### src/rtl/tpg_pkg.sv
// Package: shared widths and the acknowledge record for the task priority gate.
// Assumes vectors are VEC_W bits wide, with the class in the upper half.
package tpg_pkg;
    parameter int unsigned VEC_W   = 8;
    parameter int unsigned CLASS_W = VEC_W / 2;

    typedef struct packed {
        logic             valid;
        logic             spurious;
        logic [VEC_W-1:0] vector;
    } tpg_ack_t;

    // Priority class of a vector (upper half of the bits).
    function automatic logic [CLASS_W-1:0] class_of(input logic [VEC_W-1:0] v);
        return v[VEC_W-1 -: CLASS_W];
    endfunction
endpackage

### src/rtl/tpg_prio_reg.sv
// Module: priority and spurious-vector storage, with the control-register alias.
// Assumes that when both write paths fire, the full write has priority.
// Reserved alias bits are checked with a generated reduction.
module tpg_prio_reg
    import tpg_pkg::*;
#(
    parameter int unsigned CR_W      = 64,
    parameter logic [VEC_W-1:0] SPV_RESET = 8'hFF
) (
    input  logic             clk,
    input  logic             rst_n,
    input  logic             tpr_wr_en,
    input  logic [VEC_W-1:0] tpr_wr_data,
    input  logic             cra_wr_en,
    input  logic [CR_W-1:0]  cra_wr_data,
    input  logic             spv_wr_en,
    input  logic [VEC_W-1:0] spv_wr_data,
    output logic [VEC_W-1:0] tpr_q,
    output logic [VEC_W-1:0] spv_q,
    output logic             fault_q
);
    localparam int unsigned RSV_W = CR_W - CLASS_W;

    logic [RSV_W-1:0] rsv_bits;
    logic             rsv_bad;

    // Gather the reserved bits of the alias write.
    genvar gi;
    generate
        for (gi = 0; gi < RSV_W; gi++) begin : g_rsv
            assign rsv_bits[gi] = cra_wr_data[CLASS_W + gi];
        end
    endgenerate

    // Any reserved bit set makes the alias write illegal.
    always_comb rsv_bad = |rsv_bits;

    // Priority register with its two write paths.
    always_ff @(posedge clk) begin
        if (!rst_n) begin
            tpr_q <= '0;
        end else if (tpr_wr_en) begin
            tpr_q <= tpr_wr_data;
        end else if (cra_wr_en && !rsv_bad) begin
            tpr_q <= {cra_wr_data[CLASS_W-1:0], {(VEC_W-CLASS_W){1'b0}}};
        end
    end

    // One-cycle fault pulse for a refused alias write.
    always_ff @(posedge clk) begin
        if (!rst_n) fault_q <= 1'b0;
        else        fault_q <= cra_wr_en && rsv_bad;
    end

    // Spurious vector register.
    always_ff @(posedge clk) begin
        if (!rst_n)         spv_q <= SPV_RESET;
        else if (spv_wr_en) spv_q <= spv_wr_data;
    end
endmodule

### src/rtl/tpg_gate.sv
// Module: eligibility comparator.
// The pending class must be strictly above the task class, and also above
// the in-service class when one is valid. Purely combinational.
module tpg_gate
    import tpg_pkg::*;
(
    input  logic             pend_valid,
    input  logic [VEC_W-1:0] pend_vector,
    input  logic             isv_valid,
    input  logic [VEC_W-1:0] isv_vector,
    input  logic [VEC_W-1:0] tpr_q,
    output logic             eligible
);
    logic [CLASS_W-1:0] pc, tc, ic;
    logic above_task, above_isv;

    // Compare the pending class against both thresholds.
    always_comb begin
        pc         = class_of(pend_vector);
        tc         = class_of(tpr_q);
        ic         = class_of(isv_vector);
        above_task = pc > tc;
        above_isv  = !isv_valid || (pc > ic);
        eligible   = pend_valid && above_task && above_isv;
    end
endmodule

### src/rtl/tpg_ack.sv
// Module: registered acknowledge stage.
// It samples eligibility in the inta cycle and returns the real or the
// spurious vector on the following cycle.
module tpg_ack
    import tpg_pkg::*;
(
    input  logic             clk,
    input  logic             rst_n,
    input  logic             inta,
    input  logic             eligible,
    input  logic [VEC_W-1:0] pend_vector,
    input  logic [VEC_W-1:0] spv_q,
    output tpg_ack_t         ack_q
);
    // Capture the acknowledge result; valid for exactly one cycle.
    always_ff @(posedge clk) begin
        if (!rst_n) begin
            ack_q <= '0;
        end else begin
            ack_q.valid    <= inta;
            ack_q.spurious <= inta && !eligible;
            ack_q.vector   <= (inta && eligible) ? pend_vector
                            : (inta ? spv_q : '0);
        end
    end
endmodule

### src/rtl/task_prio_gate.sv
// Module: task priority gate top.
// It connects the storage, the comparator and the acknowledge stage, and it
// produces the zero-extended alias read. It assumes the external trackers
// present their highest pending and in-service vectors.
module task_prio_gate
    import tpg_pkg::*;
#(
    parameter int unsigned CR_W      = 64,
    parameter logic [7:0]  SPV_RESET = 8'hFF
) (
    input  logic             clk,
    input  logic             rst_n,
    input  logic             tpr_wr_en,
    input  logic [7:0]       tpr_wr_data,
    input  logic             cra_wr_en,
    input  logic [CR_W-1:0]  cra_wr_data,
    output logic [CR_W-1:0]  cra_rd_data,
    input  logic             spv_wr_en,
    input  logic [7:0]       spv_wr_data,
    input  logic             pend_valid,
    input  logic [7:0]       pend_vector,
    input  logic             isv_valid,
    input  logic [7:0]       isv_vector,
    input  logic             inta,
    output logic             intr,
    output logic             ack_valid,
    output logic [7:0]       ack_vector,
    output logic             ack_spurious,
    output logic [7:0]       tpr_value,
    output logic [7:0]       spv_value,
    output logic             cra_fault
);
    logic [VEC_W-1:0] tpr_q, spv_q;
    logic             fault_q, eligible;
    tpg_ack_t         ack_q;

    tpg_prio_reg #(.CR_W(CR_W), .SPV_RESET(SPV_RESET)) u_reg (
        .clk(clk), .rst_n(rst_n),
        .tpr_wr_en(tpr_wr_en), .tpr_wr_data(tpr_wr_data),
        .cra_wr_en(cra_wr_en), .cra_wr_data(cra_wr_data),
        .spv_wr_en(spv_wr_en), .spv_wr_data(spv_wr_data),
        .tpr_q(tpr_q), .spv_q(spv_q), .fault_q(fault_q)
    );

    tpg_gate u_gate (
        .pend_valid(pend_valid), .pend_vector(pend_vector),
        .isv_valid(isv_valid), .isv_vector(isv_vector),
        .tpr_q(tpr_q), .eligible(eligible)
    );

    tpg_ack u_ack (
        .clk(clk), .rst_n(rst_n), .inta(inta), .eligible(eligible),
        .pend_vector(pend_vector), .spv_q(spv_q), .ack_q(ack_q)
    );

    // Drive the outputs; the alias read is the class, zero-extended.
    always_comb begin
        cra_rd_data  = {{(CR_W-CLASS_W){1'b0}}, class_of(tpr_q)};
        intr         = eligible;
        ack_valid    = ack_q.valid;
        ack_vector   = ack_q.vector;
        ack_spurious = ack_q.spurious;
        tpr_value    = tpr_q;
        spv_value    = spv_q;
        cra_fault    = fault_q;
    end
endmodule

### config.mk
export PLATFORM = sky130hd
export DESIGN_NAME = task_prio_gate
export DESIGN_NICKNAME = d
export VERILOG_FILES = /design/src/rtl/tpg_pkg.sv /design/src/rtl/tpg_prio_reg.sv /design/src/rtl/tpg_gate.sv /design/src/rtl/tpg_ack.sv /design/src/rtl/task_prio_gate.sv
export SDC_FILE = /design/constraint.sdc
export NUM_CORES = 1
export LEC_CHECK = 0
export ABC_AREA = 1
export BUFFER_PORTS_ARGS = -buffer_cell sky130_fd_sc_hd__buf_2
export CORE_MARGIN = 3
export CORE_UTILIZATION = 37
export CTS_CLUSTER_DIAMETER = 50
export CTS_CLUSTER_SIZE = 16
export DETAILED_ROUTE_END_ITERATION = 8
export HOLD_SLACK_MARGIN = 0.15
export PLACE_DENSITY = 0.91
export SLEW_MARGIN = 10
export SYNTH_ARGS = -nofsm -noshare
export SYNTH_HDL_FRONTEND = slang
export SYNTH_HIERARCHICAL = 1
export SYNTH_SLANG_ARGS = --single-unit
### constraint.sdc
create_clock -name clk -period 1.95 [get_ports clk]
set_input_delay 0.39 -clock clk [delete_from_list [all_inputs] [get_ports clk]]
set_output_delay 0.39 -clock clk [all_outputs]
set_load 0.05 [all_outputs]
Yosys cells after proc, flatten, opt, wreduce, memory -nomap -nowiden:

Index checks and enable logic that the tools add are counted.

* magnitude comparators: 2
* reduce and logical (&&, ||, !) cells: 12
* mux-type cells: 4

Operators by type and width (count)
* 60-bit OR reduction: 1
* 8-bit 2-to-1 mux: 4
* 4-bit greater-than comparator: 2
* 1-bit logical AND: 6
* 1-bit logical NOT: 3
* 2-bit nonzero test: 1
* 1-bit logical OR: 1

* output and inout bits: 92
* input bits: 104
* register bits after elaboration: 27

Depth between registers and ports, before layout:

Gate-level depths: netlist of run 1.

* word-level depth: 5
* mapped depth: 14
* gate-level depth less buffers: 13

Hierarchy:

Netlist of run 1, hierarchy kept.

Modules (own cells, without submodules)
* tpg_prio_reg: times used 1, cells each 154, area each 943.4 µm²
* task_prio_gate: times used 1, cells each 65, area each 484.2 µm²
* tpg_ack: times used 1, cells each 55, area each 381.6 µm²
* tpg_gate: times used 1, cells each 39, area each 229.0 µm²

Worst setup path before layout of run 1:

Ideal clock, no wire load.

* path type: flip-flop to flip-flop
* start: register u_reg.tpr_q[7]
* end: register, netlist name u_ack/ack_q[0]
* arrival time: 2230 ps
* slack: -392 ps
* stages on the path, launching flop included: 11
* library setup time: 113 ps
* path buffers: 1
* cell sequence: dfxtp_1 > inv_1 > ha_1 > nand2_1 > o21a_1 > nand2_1 > a21oi_2 > inv_2 > buf_6 > nor2_1 > nor2_1

* cells in the longest elaborated chain, start to end: 5

RTL lines
* from (decl): RTL line tpg_prio_reg.sv:18 `output logic [VEC_W-1:0] tpr_q,`
* from (signal assigned): RTL line tpg_prio_reg.sv:43 `tpr_q <= tpr_wr_data;`
* from (signal assigned): RTL line tpg_prio_reg.sv:45 `tpr_q <= {cra_wr_data[CLASS_W-1:0], {(VEC_W-CLASS_W){1'b0}}};`
* 4-bit greater-than comparator: RTL line tpg_gate.sv:22 `above_task = pc > tc;`
* 1-bit logical AND (2 in series): RTL line tpg_gate.sv:24 `eligible = pend_valid && above_task && above_isv;`
* named net intr: RTL line task_prio_gate.sv:25 `output logic intr,`
* 1-bit logical AND: RTL line tpg_ack.sv:22 `ack_q.vector <= (inta && eligible) ? pend_vector`
* 8-bit 2-to-1 mux: RTL line tpg_ack.sv:22

The timed path passes the listed nets, and every way through them passes these cells.
A chain may end at the register's enable or synchronous reset.

Worst setup path in the final report of run 1:

* start: register u_reg.tpr_q[6]
* end: output intr

* cells in the longest elaborated chain, start to end: 3

RTL lines (RTL line)
* 4-bit greater-than comparator: tpg_gate.sv:22
* 1-bit logical AND (2 in series): tpg_gate.sv:24
* to (decl): task_prio_gate.sv:25

Every way passes these cells.

==> impl_metrics.json, run 1 <==
{
  "leakage_uw": 0.001572,
  "report.final.slew_viol_count": 0,
  "core.rowCount": 26,
  "cts_tree": "built",
  "grt_pass1_vias": 1836,
  "pre_cts_ws_ns": 0.03839,
  "postLayoutCellArea_sq_mm": 0.002599,
  "setup_violations": 0,
  "dp_hpwl_mm": 4.516,
  "fin_nets": 554,
  "cts_hold_buf": 0,
  "seq_area_frac_synth": 0.2652,
  "die_height_um": 80.22,
  "antenna-diode-count": 0,
  "cp_max_fo": 2,
  "end_kind": "primary output",
  "routabilityCongestion": 0.8005,
  "worst_pin_slew_ns": 0.5163,
  "h-tree-depth": 1,
  "cp.required_ns": 1.56,
  "ant_nets": 0,
  "clock_path_buffers": 2,
  "post_drt_wl_per_cell_um": 10.35,
  "grt_pass1_wl_mm": 7.838,
  "io_pins": 196,
  "clock_skew_ns": 0.006970,
  "viasPerCell": 4.061,
  "worstSkewPairLatency_ns": 0.27,
  "cts_sinks": 27,
  "initial_core_util": 0.3916,
  "grt_max_degree": 18,
  "cts_root_buf": "clkbuf_8",
  "place_area_sq_mm": 0.002496,
  "fin_ws_ns": 0.06277,
  "core-area_sq_mm": 0.005205,
  "max-cap-violations": 0,
  "synthDistinctLibCells": 22,
  "antenna_found_initial": 0,
  "clock.fmax_mhz": 529.9,
  "ir_worst_vdd_uv": 342.4,
  "drc": 0,
  "track_usage": 0.1495,
  "die_area_sq_mm": 0.006435,
  "hold_violations": 0,
  "syn_area_sq_mm": 0.002038,
  "synthCells": 313,
  "firstDrtPassIters": 4,
  "postSynthRegisterBits": 27,
  "power_density_mw_per_mm2": 653.6,
  "slew_headroom": 0.6554,
  "io_buffers": 131,
  "die_w_um": 80.22,
  "drt_iter0_markers": 52,
  "start_kind": "flip-flop",
  "outcome": "completed",
  "vias": 2075,
  "cp.arrival_ns": 1.50,
  "hp-class": "input port to flip-flop",
  "fin_crit_ns": 1.887,
  "syn_to_final_growth_pct": 27.50,
  "drive_gt1_frac": 0.3583,
  "grt_overflow": 0,
  "min_period_over_period": 0.9678,
  "cts-buffers-inserted": 3,
  "rsz0062_at_grt": "true",
  "path_clk_slew_ns": 0.10,
  "yosysWarnings": 6,
  "critical_path_class": "flip-flop to primary output",
  "drt-total-wl_mm": 5.288,
  "syn_avg_cell_area_sq_um": 6.512
}
## cells by family (layout without fill, tap and decap cells)
family	Yosys count	after routing	synth area share
buffers and inverters	100	169	0.3204
AND/OR/NAND/NOR	163	163	0.3260
AO/OA/AOI/OAI	14	14	0.03745
other	1	60	0.001840
adder cells (fa/ha/maj)	8	8	0.04911
flip-flops	27	27	0.2652
## synthesized netlist by cell type
cell,count,area (sq um)
inv_1,27,101.4
buf_2,1,5.000
nand3_2,3,30.03
and2_0,1,6.260
nand3_1,15,75.07
nor2_2,1,6.260
nor2_1,54,202.7
inv_2,2,7.510
conb_1,1,3.750
dfxtp_1,27,540.5
buf_4,64,480.5
nand2_1,87,326.6
o21a_1,1,7.510
ha_1,8,100.1
a21oi_1,12,60.06
clkbuf_1,1,3.750
buf_6,2,22.52
nor2_4,1,11.26
nand4_1,1,6.260
clkbuf_8,2,27.53
a21oi_2,1,8.760
clkinv_2,1,5.000
## power by group
group          switching (uW)  internal [uW]  total, uW
Sequential               20.1            589        609
Clock                     177            146        323
Combinational             584            182        766
## registers in the layout (all words and copies together), names as in the netlist
name / cells
u_ack/ack_q: 10
u_reg/fault_q: 1
u_reg/spv_q: 8
u_reg/tpr_q: 8
## per-stage QoR
stage	hold WS [ns]	TNS, ns	instances	total power (uW)	utilization
floorplan	0.5010	0	372	1292	-
global placement	0.4675	0	505	1354	0.4796
detailed placement	0.4690	0	505	1364	0.4796
CTS	0.3143	0	511	1704	0.4928
global route	0.3104	-0.03181	511	1798	0.4993
finish	0.3249	0	511	1698	0.4993
## metal layers
metal,up-vias,track usage,part of all wire
li1,1080,-,-
met1,907,0.1815,0.38
met2,86,0.2815,0.53
met3,2,0.01906,0.079
met4,0,0.02534,0.0045
met5,-,0,0
## cells in the final DEF, fill, tap and decap left out, drive strengths merged
master,count
buf,135
nand2,87
conb,60
nor2,56
inv,30
dfxtp,27
nand3,18
a21oi,13
ha,8
clkbuf,3
nand4,1
clkinv,1
o21a,1
and2,1
## path summary, 6_finish.rpt
check,slack [ns],from,cells past startpoint,end
setup / recovery,0.06,u_reg/tpr_q[6],7,intr
hold / removal,0.32,spv_wr_data[2],3,u_reg/spv_q[2]
setup reg to reg,0.31,u_reg/tpr_q[5],11,u_ack/ack_q[6]
hold reg to reg,0.49,u_reg/tpr_q[1],2,u_reg/tpr_q[1]
## critical path: stages (launching register included)
cell and delay, ns:
dfxtp_2 0.34, inv_1 0.04, ha_1 0.27, nand2_1 0.09, o21a_1 0.13, nand2_2 0.07, a21oi_4 0.13, buf_8 0.16
## timing repair
item,4_1_cts,5_1_grt
setup endpoints to repair,1,1
hold endpoints to repair,0,0
pin swaps,1,1
gates resized for setup,2,7
buffers inserted,2,0
## area by class of cell
type                    count  area, sq um
fillers                   545         2606
multi-input cells         245         1104
repair buffers            135        695.7
flip-flops and latches     27        550.5
inverters                  30        113.9
well taps                  70        87.58
clock buffers               3        41.29
clock inverters             1        6.256
No activity file was read; power rests on OpenSTA's default activity.
==> run 2: changes to the inputs <==
--- a/config.mk
+++ b/config.mk
@@ -8,12 +8,13 @@
 export ABC_AREA = 1
 export BUFFER_PORTS_ARGS = -buffer_cell sky130_fd_sc_hd__buf_2
 export CORE_MARGIN = 3
-export CORE_UTILIZATION = 37
+export CORE_UTILIZATION = 38
+export CTS_BUF_LIST = sky130_fd_sc_hd__clkbuf_4
 export CTS_CLUSTER_DIAMETER = 50
 export CTS_CLUSTER_SIZE = 16
 export DETAILED_ROUTE_END_ITERATION = 8
 export HOLD_SLACK_MARGIN = 0.15
-export PLACE_DENSITY = 0.91
+export PLACE_DENSITY = 0.92
 export SLEW_MARGIN = 10
 export SYNTH_ARGS = -nofsm -noshare
 export SYNTH_HDL_FRONTEND = slang
==> impl_metrics.json, run 2 (synthesized netlist as in run 1, its figures left out) <==
{
  "outcome": "completed",
  "cts_root_buf": "clkbuf_4",
  "final_core_util": 0.5068,
  "cts_tree": "built",
  "firstDrtPassIters": 4,
  "min_period_over_period": 0.9994,
  "antenna_found_initial": 0,
  "start_kind": "flip-flop",
  "layout_commonest_cell": "buf_2",
  "rsz0062_at_grt": "true",
  "die_height_um": 79.24,
  "worst_path_largest_cell_delay_ns": 0.38,
  "postLayoutCellArea_sq_mm": 0.002605,
  "crit_top_cell": "nand2_2",
  "vias": 2063,
  "p_int_uw": 859.3,
  "cp_max_fo": 2,
  "final_cell_mix": "buf_2, nand2_1, conb_1, nor2_1",
  "antenna-diode-count": 0,
  "ant_nets": 0,
  "place_area_sq_mm": 0.002489,
  "post_drt_wl_per_cell_um": 10.58,
  "drc": 0,
  "ff2ff_path_depth": 10,
  "drt-total-wl_mm": 5.408,
  "grt_overflow": 0,
  "report.final.slew_viol_count": 0,
  "drive_gt1_frac": 0.3719,
  "largest_reg_flops": 10,
  "min_path_cells": 3,
  "end_kind": "primary output",
  "routabilityCongestion": 0.8263,
  "cp.required_ns": 1.56,
  "drt_iter0_markers": 59,
  "grt_max_degree": 18,
  "die_area_sq_mm": 0.006278,
  "cts_sinks": 27,
  "seqPwrFrac": 0.371,
  "largest_register": "u_ack/ack_q",
  "grt_pass1_wl_mm": 7.941,
  "core.rowCount": 26,
  "initial_core_util": 0.3965,
  "setup_violations": 0,
  "hold_violations": 0,
  "clock_path_buffers": 2,
  "power_frac_clock": 0.154,
  "critical_path_class": "flip-flop to primary output",
  "fin_crit_ns": 1.949,
  "leakage_uw": 0.001568,
  "cts-buffers-inserted": 3,
  "worstSkewPairLatency_ns": 0.33,
  "fin_nets": 554,
  "path_clk_slew_ns": 0.16,
  "track_usage": 0.1561,
  "clock.fmax_mhz": 513.1,
  "power_density_mw_per_mm2": 631.2,
  "io_buffers": 131,
  "comb_power_share": 0.475,
  "grt_pass1_vias": 1806,
  "cpMaxStageDelayCell": "dfxtp_4",
  "viasPerCell": 4.037,
  "hp-class": "input port to flip-flop",
  "syn_to_final_growth_pct": 27.81,
  "p_switching_uw": 784.9,
  "max-cap-violations": 0,
  "ir_worst_vdd_uv": 343.8,
  "dp_hpwl_mm": 4.510,
  "top_regs": "u_ack/ack_q: 10 flops, u_reg/spv_q: 8 flops, u_reg/tpr_q: 8 flops",
  "cp.arrival_ns": 1.56,
  "clock_skew_ns": 0.01213,
  "core-area_sq_mm": 0.005140,
  "finalSetupTns_ns": 0,
  "io_pins": 196,
  "die_w_um": 79.24,
  "swShare": 0.4774,
  "path_cells": "inv_2 -> ha_4 -> nand2_2 -> nand2_1 -> nand2_2 -> nand2_2 -> nand2_2 -> a21oi_4 -> buf_8",
  "h-tree-depth": 1
}
-- run 2: final cells by class --
type                       count  area, sq um
clock buffer                   3        22.52
tap                           70        87.58
sequential                    27        550.5
fill                         517         2535
clock inverter                 1        6.256
timing repair buffer         135        695.7
inverter                      30        113.9
multi-input combinational    245         1129
-- run 2: what timing repair did --
action | CTS | global route
gates cloned | 0 | 0
endpoints found under the setup margin | 1 | 1
pin swaps | 5 | 5
gates resized for setup | 10 | 6
buffers inserted | 3 | 0
hold buffers | 0 | 0
-- run 2: stage by stage --
stage / total power, uW / setup WS, ns / hold WS, ns / std cells
finish: 1644 / 0.001091 / 0.2609 / 511
CTS: 1637 / -0.02408 / 0.2543 / 511
detailed placement: 1361 / 0.01940 / 0.4717 / 504
floorplan: 1292 / 0.001204 / 0.5010 / 372
global route: 1735 / -0.1234 / 0.2507 / 511
global placement: 1350 / 0.05384 / 0.4639 / 504
-- run 2: path summary, 6_finish.rpt --
kind | startpoint | end | slack (ns)
min | spv_wr_data[3] | u_reg/spv_q[3] | 0.26
max | u_reg/tpr_q[5] | intr | 0.001
min reg2reg | u_reg/tpr_q[3] | u_reg/tpr_q[3] | 0.49
max reg2reg | u_reg/tpr_q[5] | u_ack/ack_q[7] | 0.32
-- run 2: per-layer routing --
layer	track usage	wire, um	vias to the layer above
met4	0.03952	48	0
li1	-	-	1081
met2	0.2820	2769	86
met5	0	0	-
met3	0.02154	448	4
met1	0.1936	2142	892
-- run 2: critical path, delay by kind of cell, from the launching register on --
| kind | cells | cell delay (ns) |
|---|---|---|
| and+or+nand+nor | 5 | 0.25 |
| buffers and inverters | 2 | 0.20 |
| adders and majority gates | 1 | 0.26 |
| AOI/OAI and AO/OA | 1 | 0.14 |
| DFF | 1 | 0.38 |
-- run 2: power groups by stage --
stage	clock, uW	sequential (uW)	combinational [uW]
floorplan	0	755	537
global placement	0	624	726
detailed placement	0	625	736
CTS	263	611	763
global route	284	616	835
finish	253	611	781
==> run 3: changes to the inputs <==
--- a/config.mk
+++ b/config.mk
@@ -15,6 +15,8 @@
 export DETAILED_ROUTE_END_ITERATION = 8
 export HOLD_SLACK_MARGIN = 0.15
 export PLACE_DENSITY = 0.92
+export RECOVER_POWER = 25
+export SETUP_SLACK_MARGIN = 0.4
 export SLEW_MARGIN = 10
 export SYNTH_ARGS = -nofsm -noshare
 export SYNTH_HDL_FRONTEND = slang
==> impl_metrics.json, run 3 (synthesized netlist as in run 1, its figures left out) <==
{
  "swShare": 0.4770,
  "hp-class": "input port to flip-flop",
  "cp.required_ns": 1.56,
  "outcome": "completed",
  "cpMaxStageDelayCell": "dfxtp_4",
  "firstDrtPassIters": 4,
  "setup_violations": 0,
  "p_int_uw": 856.3,
  "cts-buffers-inserted": 3,
  "largest_register": "u_ack/ack_q",
  "io_buffers": 131,
  "worst_path_largest_cell_delay_ns": 0.38,
  "worst_pin_slew_ns": 0.7443,
  "place_area_sq_mm": 0.002524,
  "cp.arrival_ns": 1.55,
  "drive_gt1_frac": 0.3605,
  "core.rowCount": 26,
  "viasPerCell": 4.088,
  "clock_path_buffers": 2,
  "track_usage": 0.1583,
  "report.final.slew_viol_count": 0,
  "worstSkewPairLatency_ns": 0.32,
  "fillerInstances": 545,
  "critical_path_class": "flip-flop to primary output",
  "startpoint": "u_reg/tpr_q[6]",
  "place_inst": 504,
  "dp_hpwl_mm": 4.667,
  "antenna_found_initial": 0,
  "final_cells": 511,
  "initial_core_util": 0.3965,
  "clock.fmax_mhz": 516.0,
  "p_switching_uw": 780.9,
  "seqCellArea_sq_um": 555.5,
  "antenna-diode-count": 0,
  "die_height_um": 79.24,
  "min_period_over_period": 0.9938,
  "rsz0062_at_grt": "true",
  "postLayoutCellArea_sq_mm": 0.002599,
  "leakage_uw": 0.001564,
  "syn_to_final_growth_pct": 27.50,
  "pre_cts_ws_ns": 0.04190,
  "die_w_um": 79.24,
  "fin_nets": 554,
  "top_regs": "u_ack/ack_q: 10 flops, u_reg/spv_q: 8 flops, u_reg/tpr_q: 8 flops",
  "cts_tree": "built",
  "comb_power_share": 0.476,
  "grt_max_degree": 18,
  "cts_root_buf": "clkbuf_4",
  "core-area_sq_mm": 0.005140,
  "path_clk_slew_ns": 0.15,
  "finalSetupTns_ns": 0,
  "fin_crit_ns": 1.938,
  "final_cell_mix": "buf_2, nand2_1, conb_1, nor2_1",
  "drt-total-wl_mm": 5.464,
  "multi_input_area_sq_mm": 0.001114,
  "max-cap-violations": 0,
  "power_frac_clock": 0.151,
  "hold_violations": 0,
  "io_pins": 196,
  "drc": 0,
  "ir_worst_vdd_uv": 282.4,
  "grt_pass1_wl_mm": 7.997,
  "grt_pass1_vias": 1813,
  "h-tree-depth": 1,
  "worstHoldStart": "pend_vector[2]",
  "path_cells": "inv_2 -> ha_4 -> nand2_4 -> inv_2 -> nand2_1 -> nand2_2 -> nand2_2 -> a21oi_4 -> buf_6",
  "end_kind": "primary output",
  "rr_startpoint": "u_reg/tpr_q[6]",
  "vias": 2089,
  "routabilityCongestion": 0.7959,
  "clock_skew_ns": 0.008268,
  "power_density_mw_per_mm2": 630.0,
  "post_drt_wl_per_cell_um": 10.69,
  "largest_reg_flops": 10,
  "cts_sinks": 27,
  "cp_max_fo": 2,
  "start_kind": "flip-flop",
  "slew_headroom": 0.5038,
  "cp_num_buf_inv": 3,
  "ant_nets": 0,
  "drt_iter0_markers": 121,
  "seqPwrFrac": 0.373,
  "fin_ws_ns": 0.01201,
  "die_area_sq_mm": 0.006278,
  "layout_commonest_cell": "buf_2",
  "cp_top_family": "flip-flops",
  "grt_overflow": 0
}
run 3: changes by cell type in the layout (fill, tap and decap cells not counted), sizes merged:
cell,delta
buf,-2
clkbuf,+2
run 3: layout make-up:
| cell class | instances | area share |
|---|---|---|
| inverters | 30 | 0.04767 |
| well taps | 70 | 0.03370 |
| clock inverters | 1 | 0.002407 |
| flip-flops and latches | 27 | 0.2138 |
| clock buffers | 3 | 0.008666 |
| multi-input cells | 245 | 0.4285 |
| repair buffers | 135 | 0.2653 |
run 3: per-layer routing:
metal	vias up	track usage	wire [um]
met5	-	0	0
met3	4	0.02721	429
met1	918	0.1820	2097
met2	88	0.3005	2885
met4	0	0.03780	52
li1	1079	-	-
run 3: worst reg2reg max path: stages, from the launching register on:
cell	delay, ns
dfxtp_4	0.38
inv_2	0.04
ha_4	0.26
nand2_4	0.05
inv_2	0.04
nand2_1	0.05
nand2_2	0.06
nand2_2	0.06
a21oi_4	0.12
buf_4	0.17
inv_8	0.06
nand2_1	0.06
nand2_1	0.06
nor2_1	0.10
run 3: repair_timing:
item                       4_1_cts  5_1_grt
pin swaps                        1        1
setup endpoints to repair        9        9
gates resized for setup          6        5
hold buffers                     0        0
buffers inserted                 3        0
run 3: worst paths after layout:
kind,depth (start not counted),slack (ns),endpoint
worst min register to register,2,0.49,u_reg/tpr_q[3]
worst max-delay path,9,0.01,intr
worst max register to register,13,0.40,u_ack/ack_q[6]
worst min-delay path,3,0.26,u_ack/ack_q[2]
run 3: power groups by stage:
| stage | registers, uW | logic [uW] | clock network (uW) |
|---|---|---|---|
| after floorplan | 754 | 545 | 0 |
| after global placement | 622 | 736 | 0 |
| after detailed placement | 624 | 748 | 0 |
| after CTS | 610 | 771 | 263 |
| after global routing | 615 | 832 | 291 |
| final | 610 | 780 | 248 |
run 3: through the flow:
step                      total power (uW)  hold slack (ns)    util
final                                 1637           0.2580  0.5056
after global routing                  1738           0.2398  0.5056
after CTS                             1644           0.2485  0.5061
after detailed placement              1371           0.4719  0.4910
after global placement                1359           0.4667  0.4910
after floorplan                       1300           0.5010       -
